**config.mk**
```make
export PLATFORM = sky130hd
export DESIGN_NAME = sfifo_wm_pair
export DESIGN_NICKNAME = d
export VERILOG_FILES = /design/src/rtl/sfifo_pkg.sv /design/src/rtl/sfifo_core.sv /design/src/rtl/sfifo_req_route.sv /design/src/rtl/sfifo_wm_pair.sv
export SDC_FILE = /design/constraint.sdc
export NUM_CORES = 1
export LEC_CHECK = 0
export ABC_AREA = 1
export BUFFER_PORTS_ARGS = -buffer_cell sky130_fd_sc_hd__buf_2
export CAP_MARGIN = 20
export CORE_ASPECT_RATIO = 1.75
export CORE_MARGIN = 2
export CORE_UTILIZATION = 45
export DETAILED_ROUTE_END_ITERATION = 10
export SYNTH_ARGS = -nofsm -noshare
export SYNTH_HDL_FRONTEND = slang
export SYNTH_HIERARCHICAL = 1
export SYNTH_SLANG_ARGS = --single-unit
```
**constraint.sdc**
```tcl
create_clock -name clk_i -period 4.45 [get_ports clk_i]
set_input_delay 0.2225 -clock clk_i [delete_from_list [all_inputs] [get_ports clk_i]]
set_output_delay 0.2225 -clock clk_i [all_outputs]
set_load 0.1 [all_outputs]
```
**src/rtl/sfifo_pkg.sv**
```systemverilog
package sfifo_pkg;
  localparam int unsigned MIN_LOG2 = 2;
  localparam int unsigned MAX_LOG2 = 7;

  // 1 word -> 0, 2^k words (k>=2) -> k-1
  function automatic logic [2:0] depth_code(input int unsigned log2_depth);
    if (log2_depth == 0) return 3'd0;
    return 3'(log2_depth - 1);
  endfunction
endpackage

```
**src/rtl/sfifo_core.sv**
```systemverilog
module sfifo_core #(
  parameter int unsigned DATA_W     = 8,
  parameter int unsigned DEPTH_LOG2 = 4,
  parameter int unsigned WATER_W    = 8,
  parameter bit          READY_GE   = 1'b1,
  parameter bit          TRACK_UF   = 1'b1,
  localparam int unsigned DEPTH     = 1 << DEPTH_LOG2,
  localparam int unsigned CNT_W     = DEPTH_LOG2 + 1
) (
  input  logic               clk_i,
  input  logic               rst_ni,
  input  logic               en_fifo_i,
  input  logic [WATER_W-1:0] water_i,
  input  logic               push_i,
  input  logic [DATA_W-1:0]  pdata_i,
  input  logic               pop_i,
  input  logic               flush_i,
  input  logic               clr_of_i,
  input  logic               clr_uf_i,
  input  logic               clr_ready_i,
  output logic [DATA_W-1:0]  data_o,
  output logic [CNT_W-1:0]   count_o,
  output logic               empty_o,
  output logic               of_o,
  output logic               uf_o,
  output logic               ready_o
);
  logic [DATA_W-1:0]     mem_q [DEPTH];
  logic [DEPTH_LOG2-1:0] wr_ptr_q, rd_ptr_q;
  logic [CNT_W-1:0]      count_q, cap;
  logic [WATER_W-1:0]    cnt_ext;
  logic full, empty, do_push, do_pop, push_rej, pop_rej;
  logic of_q, ready_q, ready_cond;

  assign cap      = en_fifo_i ? CNT_W'(DEPTH) : CNT_W'(1);
  assign full     = (count_q >= cap);
  assign empty    = (count_q == '0);
  assign do_push  = push_i & ~full  & ~flush_i;
  assign do_pop   = pop_i  & ~empty & ~flush_i;
  assign push_rej = push_i &  full  & ~flush_i;
  assign pop_rej  = pop_i  &  empty & ~flush_i;
  assign cnt_ext  = WATER_W'(count_q);

  always_ff @(posedge clk_i or negedge rst_ni) begin
    if (!rst_ni) begin
      wr_ptr_q <= '0;
      rd_ptr_q <= '0;
      count_q  <= '0;
    end else if (flush_i) begin
      wr_ptr_q <= '0;
      rd_ptr_q <= '0;
      count_q  <= '0;
    end else begin
      if (do_push) wr_ptr_q <= wr_ptr_q + 1'b1;
      if (do_pop)  rd_ptr_q <= rd_ptr_q + 1'b1;
      if (do_push && !do_pop)      count_q <= count_q + 1'b1;
      else if (do_pop && !do_push) count_q <= count_q - 1'b1;
    end
  end

  always_ff @(posedge clk_i) begin
    if (do_push) mem_q[wr_ptr_q] <= pdata_i;
  end

  always_ff @(posedge clk_i or negedge rst_ni) begin
    if (!rst_ni) of_q <= 1'b0;
    else         of_q <= push_rej | (of_q & ~clr_of_i);
  end

  generate
    if (READY_GE) begin : g_ready_ge
      assign ready_cond = (cnt_ext >= water_i);
    end else begin : g_ready_le
      assign ready_cond = (cnt_ext <= water_i);
    end
  endgenerate

  always_ff @(posedge clk_i or negedge rst_ni) begin
    if (!rst_ni) ready_q <= 1'b0;
    else         ready_q <= ready_cond | (ready_q & ~clr_ready_i);
  end

  generate
    if (TRACK_UF) begin : g_uf
      logic uf_q;
      always_ff @(posedge clk_i or negedge rst_ni) begin
        if (!rst_ni) uf_q <= 1'b0;
        else         uf_q <= pop_rej | (uf_q & ~clr_uf_i);
      end
      assign uf_o = uf_q;

      // pop from empty is recorded
      a_r5_uf_sets: assert property (@(posedge clk_i) disable iff (!rst_ni)
        (pop_i && count_q == '0 && !flush_i) |=> uf_o);
    end else begin : g_no_uf
      logic unused_uf;
      assign unused_uf = clr_uf_i ^ pop_rej;
      assign uf_o = 1'b0;
    end
  endgenerate

  assign data_o  = mem_q[rd_ptr_q];
  assign count_o = count_q;
  assign empty_o = empty;
  assign of_o    = of_q;
  assign ready_o = ready_q;

  a_r2_count_bound: assert property (@(posedge clk_i) disable iff (!rst_ni)
    count_q <= CNT_W'(DEPTH));
  a_r4_of_drop: assert property (@(posedge clk_i) disable iff (!rst_ni)
    (push_i && count_q >= cap && !pop_i && !flush_i) |=> ($stable(count_q) && of_o));
  a_r3_single_word: assert property (@(posedge clk_i) disable iff (!rst_ni)
    (!en_fifo_i && count_q != '0 && push_i && !pop_i && !flush_i) |=> $stable(count_q));
  a_r6_flush_empties: assert property (@(posedge clk_i) disable iff (!rst_ni)
    flush_i |=> (count_q == '0 && empty_o));
  a_r6_flush_keeps_of: assert property (@(posedge clk_i) disable iff (!rst_ni)
    (flush_i && !clr_of_i) |=> (of_o == $past(of_o)));
  a_r7_ready_sets: assert property (@(posedge clk_i) disable iff (!rst_ni)
    ready_cond |=> ready_o);
endmodule

```
**src/rtl/sfifo_req_route.sv**
```systemverilog
module sfifo_req_route (
  input  logic ready_i,
  input  logic req_en_i,
  input  logic dma_sel_i,
  output logic irq_o,
  output logic dma_o
);
  logic req;
  assign req   = ready_i & req_en_i;
  assign irq_o = req & ~dma_sel_i;
  assign dma_o = req &  dma_sel_i;
endmodule

```
**src/rtl/sfifo_wm_pair.sv**
```systemverilog
module sfifo_wm_pair
  import sfifo_pkg::*;
#(
  parameter int unsigned DATA_W        = 8,
  parameter int unsigned TX_DEPTH_LOG2 = 3,
  parameter int unsigned RX_DEPTH_LOG2 = 4,
  parameter int unsigned WATER_W       = 8,
  localparam int unsigned TX_CNT_W     = TX_DEPTH_LOG2 + 1,
  localparam int unsigned RX_CNT_W     = RX_DEPTH_LOG2 + 1
) (
  input  logic                clk_i,
  input  logic                rst_ni,
  input  logic                tx_fifo_en_i,
  input  logic [WATER_W-1:0]  tx_water_i,
  input  logic                tx_wr_i,
  input  logic [DATA_W-1:0]   tx_wdata_i,
  input  logic                tx_take_i,
  input  logic                tx_flush_i,
  input  logic                tx_req_en_i,
  input  logic                tx_dma_sel_i,
  input  logic                tx_of_ie_i,
  input  logic                tx_of_clr_i,
  input  logic                tx_ready_clr_i,
  output logic [DATA_W-1:0]   tx_rdata_o,
  output logic [TX_CNT_W-1:0] tx_count_o,
  output logic                tx_empty_o,
  output logic                tx_of_o,
  output logic                tx_ready_o,
  output logic                tx_irq_o,
  output logic                tx_dma_o,
  output logic [2:0]          tx_depth_code_o,
  input  logic                rx_fifo_en_i,
  input  logic [WATER_W-1:0]  rx_water_i,
  input  logic                rx_put_i,
  input  logic [DATA_W-1:0]   rx_wdata_i,
  input  logic                rx_rd_i,
  input  logic                rx_flush_i,
  input  logic                rx_req_en_i,
  input  logic                rx_dma_sel_i,
  input  logic                rx_of_ie_i,
  input  logic                rx_uf_ie_i,
  input  logic                rx_of_clr_i,
  input  logic                rx_uf_clr_i,
  input  logic                rx_ready_clr_i,
  output logic [DATA_W-1:0]   rx_rdata_o,
  output logic [RX_CNT_W-1:0] rx_count_o,
  output logic                rx_empty_o,
  output logic                rx_of_o,
  output logic                rx_uf_o,
  output logic                rx_ready_o,
  output logic                rx_irq_o,
  output logic                rx_dma_o,
  output logic [2:0]          rx_depth_code_o,
  output logic                err_irq_o
);
  logic unused_tx_uf;
  logic [1:0] ready_v, en_v, sel_v, irq_v, dma_v;

  sfifo_core #(
    .DATA_W(DATA_W), .DEPTH_LOG2(TX_DEPTH_LOG2), .WATER_W(WATER_W),
    .READY_GE(1'b0), .TRACK_UF(1'b0)
  ) u_tx (
    .clk_i, .rst_ni,
    .en_fifo_i(tx_fifo_en_i), .water_i(tx_water_i),
    .push_i(tx_wr_i), .pdata_i(tx_wdata_i), .pop_i(tx_take_i),
    .flush_i(tx_flush_i), .clr_of_i(tx_of_clr_i), .clr_uf_i(1'b0),
    .clr_ready_i(tx_ready_clr_i),
    .data_o(tx_rdata_o), .count_o(tx_count_o), .empty_o(tx_empty_o),
    .of_o(tx_of_o), .uf_o(unused_tx_uf), .ready_o(tx_ready_o)
  );

  sfifo_core #(
    .DATA_W(DATA_W), .DEPTH_LOG2(RX_DEPTH_LOG2), .WATER_W(WATER_W),
    .READY_GE(1'b1), .TRACK_UF(1'b1)
  ) u_rx (
    .clk_i, .rst_ni,
    .en_fifo_i(rx_fifo_en_i), .water_i(rx_water_i),
    .push_i(rx_put_i), .pdata_i(rx_wdata_i), .pop_i(rx_rd_i),
    .flush_i(rx_flush_i), .clr_of_i(rx_of_clr_i), .clr_uf_i(rx_uf_clr_i),
    .clr_ready_i(rx_ready_clr_i),
    .data_o(rx_rdata_o), .count_o(rx_count_o), .empty_o(rx_empty_o),
    .of_o(rx_of_o), .uf_o(rx_uf_o), .ready_o(rx_ready_o)
  );

  // index 0 = transmit, 1 = receive
  assign ready_v = {rx_ready_o, tx_ready_o};
  assign en_v    = {rx_req_en_i, tx_req_en_i};
  assign sel_v   = {rx_dma_sel_i, tx_dma_sel_i};

  for (genvar i = 0; i < 2; i++) begin : g_route
    sfifo_req_route u_route (
      .ready_i(ready_v[i]), .req_en_i(en_v[i]), .dma_sel_i(sel_v[i]),
      .irq_o(irq_v[i]), .dma_o(dma_v[i])
    );
  end

  assign tx_irq_o = irq_v[0];
  assign tx_dma_o = dma_v[0];
  assign rx_irq_o = irq_v[1];
  assign rx_dma_o = dma_v[1];

  assign err_irq_o = (rx_uf_o & rx_uf_ie_i) | (tx_of_o & tx_of_ie_i) | (rx_of_o & rx_of_ie_i);

  assign tx_depth_code_o = depth_code(TX_DEPTH_LOG2);
  assign rx_depth_code_o = depth_code(RX_DEPTH_LOG2);

  initial begin
    a_r1_depth_range: assert (TX_DEPTH_LOG2 >= MIN_LOG2 && TX_DEPTH_LOG2 <= MAX_LOG2 &&
                              RX_DEPTH_LOG2 >= MIN_LOG2 && RX_DEPTH_LOG2 <= MAX_LOG2);
  end

  a_r9_tx_excl: assert property (@(posedge clk_i) disable iff (!rst_ni)
    !(tx_irq_o && tx_dma_o));
  a_r9_rx_excl: assert property (@(posedge clk_i) disable iff (!rst_ni)
    !(rx_irq_o && rx_dma_o));
  a_r8_tx_ready_follows: assert property (@(posedge clk_i) disable iff (!rst_ni)
    (WATER_W'(tx_count_o) <= tx_water_i) |=> tx_ready_o);
  a_r5_tx_pop_silent: assert property (@(posedge clk_i) disable iff (!rst_ni)
    (tx_take_i && tx_empty_o && !tx_wr_i) |=> tx_empty_o);
endmodule

```
# Yosys cells after proc, flatten, opt, wreduce, memory -nomap -nowiden
# Memories as Yosys holds them, arrays and structs flattened.
# Index checks and enable logic that the tools add are counted.
[totals]
memories = 2
input_bits = 54
elab_cells = 109
reg_bits = 28
ram_bits = 192
out_inout_bits = 43
[classes]
mux = 20
n_reduce_logical = 16
order_cmp = 4
bitwise_logic = 48
add_sub_neg = 8
[mem_list]
columns = ["memory", "words", "width", "rd", "rd_clocked_by_memory_dff", "wr", "line", "source"]
rows = [
  ["u_rx.mem_q", 16, 8, 1, 0, 1, "sfifo_core.sv:28", "logic [DATA_W-1:0] mem_q [DEPTH];"],
  ["u_tx.mem_q", 8, 8, 1, 0, 1, "sfifo_core.sv:28", ""],
]
[ops]
columns = ["op", "n"]
rows = [
  ["2-to-1 mux 4 bit", 8],
  ["AND 1 bit", 28],
  ["2-to-1 mux 5 bit", 4],
  ["NOT 1 bit", 13],
  ["adder 4 x 1 -> 4 bit, second input constant", 3],
  ["2-to-1 mux 3 bit", 4],
  [">= comparator 5 x 8 -> 1 bit", 1],
  ["<= comparator 4 x 8 -> 1 bit", 1],
  ["nonzero test 2 bit", 4],
  ["bitwise OR 1 bit", 7],
  ["adder 3 x 1 -> 3 bit, second input constant", 2],
  ["nonzero test 3 bit", 2],
  ["adder 5 x 1 -> 5 bit, second input constant", 1],
  [">= comparator 5 bit", 1],
  ["zero test 5 bit", 1],
  ["subtractor 5 x 1 -> 5 bit, second input constant", 1],
  [">= comparator 4 bit", 1],
  ["logical AND 1 bit", 4],
  ["zero test 1 bit", 4],
  ["zero test 4 bit", 1],
  ["2-to-1 mux 1 bit", 4],
  ["subtractor 4 x 1 -> 4 bit, second input constant", 1],
]

# Longest topological paths before layout
[logic_depth]
ltp_word = 10
ltp_mapped = 17
mapped_depth_nobuf = 17

# Hierarchy
# Netlist, hierarchy kept.
[modules_own_cells]
columns = ["mod", "cells_each", "instances", "area_each_um2", "seq_area_each_um2"]
rows = [
  ["sfifo_core (u_rx)", 546, 1, 6267.3, 4244.1],
  ["sfifo_core (u_tx)", 305, 1, 3410.8, 2222.1],
  ["sfifo_wm_pair", 12, 1, 68.8, 0.0],
  ["sfifo_req_route", 4, 2, 15.0, 0.0],
]

# Worst setup path before layout
# Ideal clock, no wire load.
[synth_path]
path_kind = "flip-flop to output port"
startpoint = "register u_rx.rd_ptr_q[0]"
endpoint = "output port rx_rdata_o[3]"
arrival_time_ns = 3.120
setup_slack_ns = 1.107
path_buffers = 2
stages_incl_launch_ff = 8
t_required_ns = 4.228
cell_sequence = "dfrtp_1 -> buf_2 -> inv_2 -> buf_4 -> nor2_1 -> o211ai_1 -> o31ai_1 -> o21ai_0"
[synth_between]
elab_chain_cells = 1
[synth_lines]
columns = ["element", "line", "source"]
rows = [
  ["start: declaration", "sfifo_core.sv:29", "logic [DEPTH_LOG2-1:0] wr_ptr_q, rd_ptr_q;"],
  ["start signal: assignment", "sfifo_core.sv:55", "if (do_pop) rd_ptr_q <= rd_ptr_q + 1'b1;"],
  ["memory (16 x 8 bit)", "n/a", ""],
  ["end: declaration", "sfifo_wm_pair.sv:45", "output logic [DATA_W-1:0] rx_rdata_o,"],
]
# No other way between the ends.

# Worst setup path after layout
[layout_path]
startpoint = "register u_rx.rd_ptr_q[0]"
endpoint = "output port rx_rdata_o[4]"
# The elaborated chain is that of the path after synthesis.

==> impl_metrics.toml <==
[outcome]
status = "complete, no violations"

[power_and_ir_drop]
p_leak_nw = 4.27
power.density_nw_per_um2 = 581
vdd_ir_drop_max_uv = 414

[clocking]
cts_max_level = 1
cts_tree = "done"
cts_resized = 0
cts.path.max_buffers = 3
numCtsBuffers = 21
clock-root-buffer = "clkbuf_16"
cts.sink_count = 220
clkLatencyLatePin_ns = 0.49
path_clk_slew_ns = 0.06

[timing]
maxSlewViolCount = 0
worst_slew_pin_slew_ns = 1.09
hold_viol = 0
slew-limit-headroom = 0.269
finClkSkew_ns = 0.00708
period_minus_slack_ns = 3.03
finalSetupViolations = 0
rsz0062_at_grt = "false"
timing.fmax_ghz = 0.330
fin_setup_tns_ns = 0
min_period_over_period = 0.680
holdWs_ns = 0.0178

[drt]
avgViaCountPerCell = 5.25
routedWlPerCell_um = 17.7
dr.first_iter.drc_count = 427
dr_total_vias = 6662
dr.pass1.iters = 6
route.detailed.drc = 0
drt_wl_total_um = 22500
postRouteAntennaNets = 0

[placed_design]
hpwl_um = 15600
io_buffer_count = 90
gp_congestion = 0.840
placed_area_sq_um = 10400
numPlacedInstances = 1223

[worst_setup_path]
startpoint = "u_rx/rd_ptr_q[0]"
reg2reg_from = "u_tx/count_o[0]"
worstSetupPathType = "flop to output port"
end_kind = "output port"
cp_max_fo = 80
crit_required_ns = 4.23
worstPathArrival_ns = 2.80
cp-start-kind = "flop"

[global_routing]
grt_pass1_vias = 6716
grt_usage = 0.202
grt_first_pass_wirelength_um = 35500
grt_antenna_before_repair = 1
grt_overflow_total = 0
grt_max_degree = 81

[layout]
fin_cells = 1270
syn_to_final_growth_pct = 14.3
drive_above_1_share = 0.157
final_nets = 1047
fillCellCount = 1933
final_area_sq_um = 11200

[min_path]
min_from = "tx_wdata_i[7]"
worstHoldPathType = "input pin to flop"

[floorplanning]
core_area_sq_um = 21400
dieArea_sq_um = 22900
fp.dieW_um = 115
initial_core_util = 0.456
num_io_pins = 97
die_h_um = 199
rows = 71

[yosys]
syn_area_sq_um = 9770
avgSynthCellArea_sq_um = 11.2
ys_warn_count = 6
synth_cells = 869

[flow_run]
drv_cap = 0
registers in the layout (all words and copies together) (netlist names):
signal         flops
u_rx/of_o          1
u_rx/ready_o       1
u_tx/count_o       4
u_rx/wr_ptr_q      4
u_rx/uf_o          1
u_rx/count_o       5
u_rx/rd_ptr_q      4
u_tx/rd_ptr_q      3
u_rx/mem_q       128
u_tx/mem_q        64
u_tx/ready_o       1
u_tx/wr_ptr_q      3
u_tx/of_o          1
report_power, final:
group / switching (mW) / internal (mW) / total (mW) / leakage [nW]
clock network: 0.719 / 0.997 / 1.72 / 0.315
registers: 0.135 / 2.34 / 2.47 / 2.10
logic: 1.80 / 0.493 / 2.30 / 1.86
repair_timing:
item / CTS / global route
hold endpoints to repair: 40 / 0
hold buffers: 9 / 0
buffers inserted: 0 / 0
cell type report:
type | count | area [sq um] | area share
Clock inverter | 8 | 88.8 | 0.00796
Inverter | 76 | 285 | 0.0256
Tap cell | 292 | 365 | 0.0327
Antenna cell | 1 | 2.50 | 0.000224
Sequential cell | 220 | 6470 | 0.580
Clock buffer | 27 | 558 | 0.0500
Multi-Input combinational cell | 542 | 2820 | 0.252
Timing Repair Buffer | 104 | 576 | 0.0516
final timing paths:
path | end | slack [ns] | cells after the start
max in group asynchronous | u_rx/rd_ptr_q[0] | 3.64 | 2
setup / recovery | rx_rdata_o[4] | 1.42 | 6
hold / removal | u_tx/mem_q[0][7] | 0.02 | 1
setup reg to reg | u_tx/mem_q[6][1] | 1.77 | 9
hold reg to reg | u_rx/of_o | 0.55 | 2
min in group asynchronous | u_rx/wr_ptr_q[0] | 0.31 | 2
through the flow:
step / util / power (mW) / worst slack (ns)
floorplan: - / 4.37 / 1.11
global placement: 0.486 / 4.80 / 1.72
detailed placement: 0.486 / 4.82 / 1.70
CTS: 0.521 / 6.55 / 1.37
global route: 0.521 / 6.82 / 1.16
finish: 0.521 / 6.49 / 1.42
cell usage in the layout (no fill, tap or decap), drive strengths merged:
master and count:
a21oi 25, a31oi 10, buf 94, bufinv 2, clkbuf 28, clkinv 7, conb 6, dfrtp 28
diode 1, dlygate4sd3 9, edfxtp 192, fa 2, ha 26, inv 75, nand2 140, nand3 28
nand4 6, nor2 148, nor3 6, nor4 2, o2111ai 11, o211ai 16, o21a 1, o21ai 93
o22ai 15, o31ai 2, o32ai 1, or2 1, xnor2 2, xor2 1
critical path, stage by stage, from the launching register on:
cell	delay, ns
dfrtp_2	0.37
buf_4	0.62
o21ai_0	0.20
o211ai_1	0.40
o2111ai_1	0.20
nand2_1	0.09
buf_2	0.42
metal layers:
layer	wire (um)	global-route usage	up-vias
met3	1020	0.0262	45
met1	8120	0.222	3222
met2	12700	0.387	175
li1	-	-	3220
met5	0	0	-
met4	642	0.0763	0
Power figures use the tool's default switching activity.
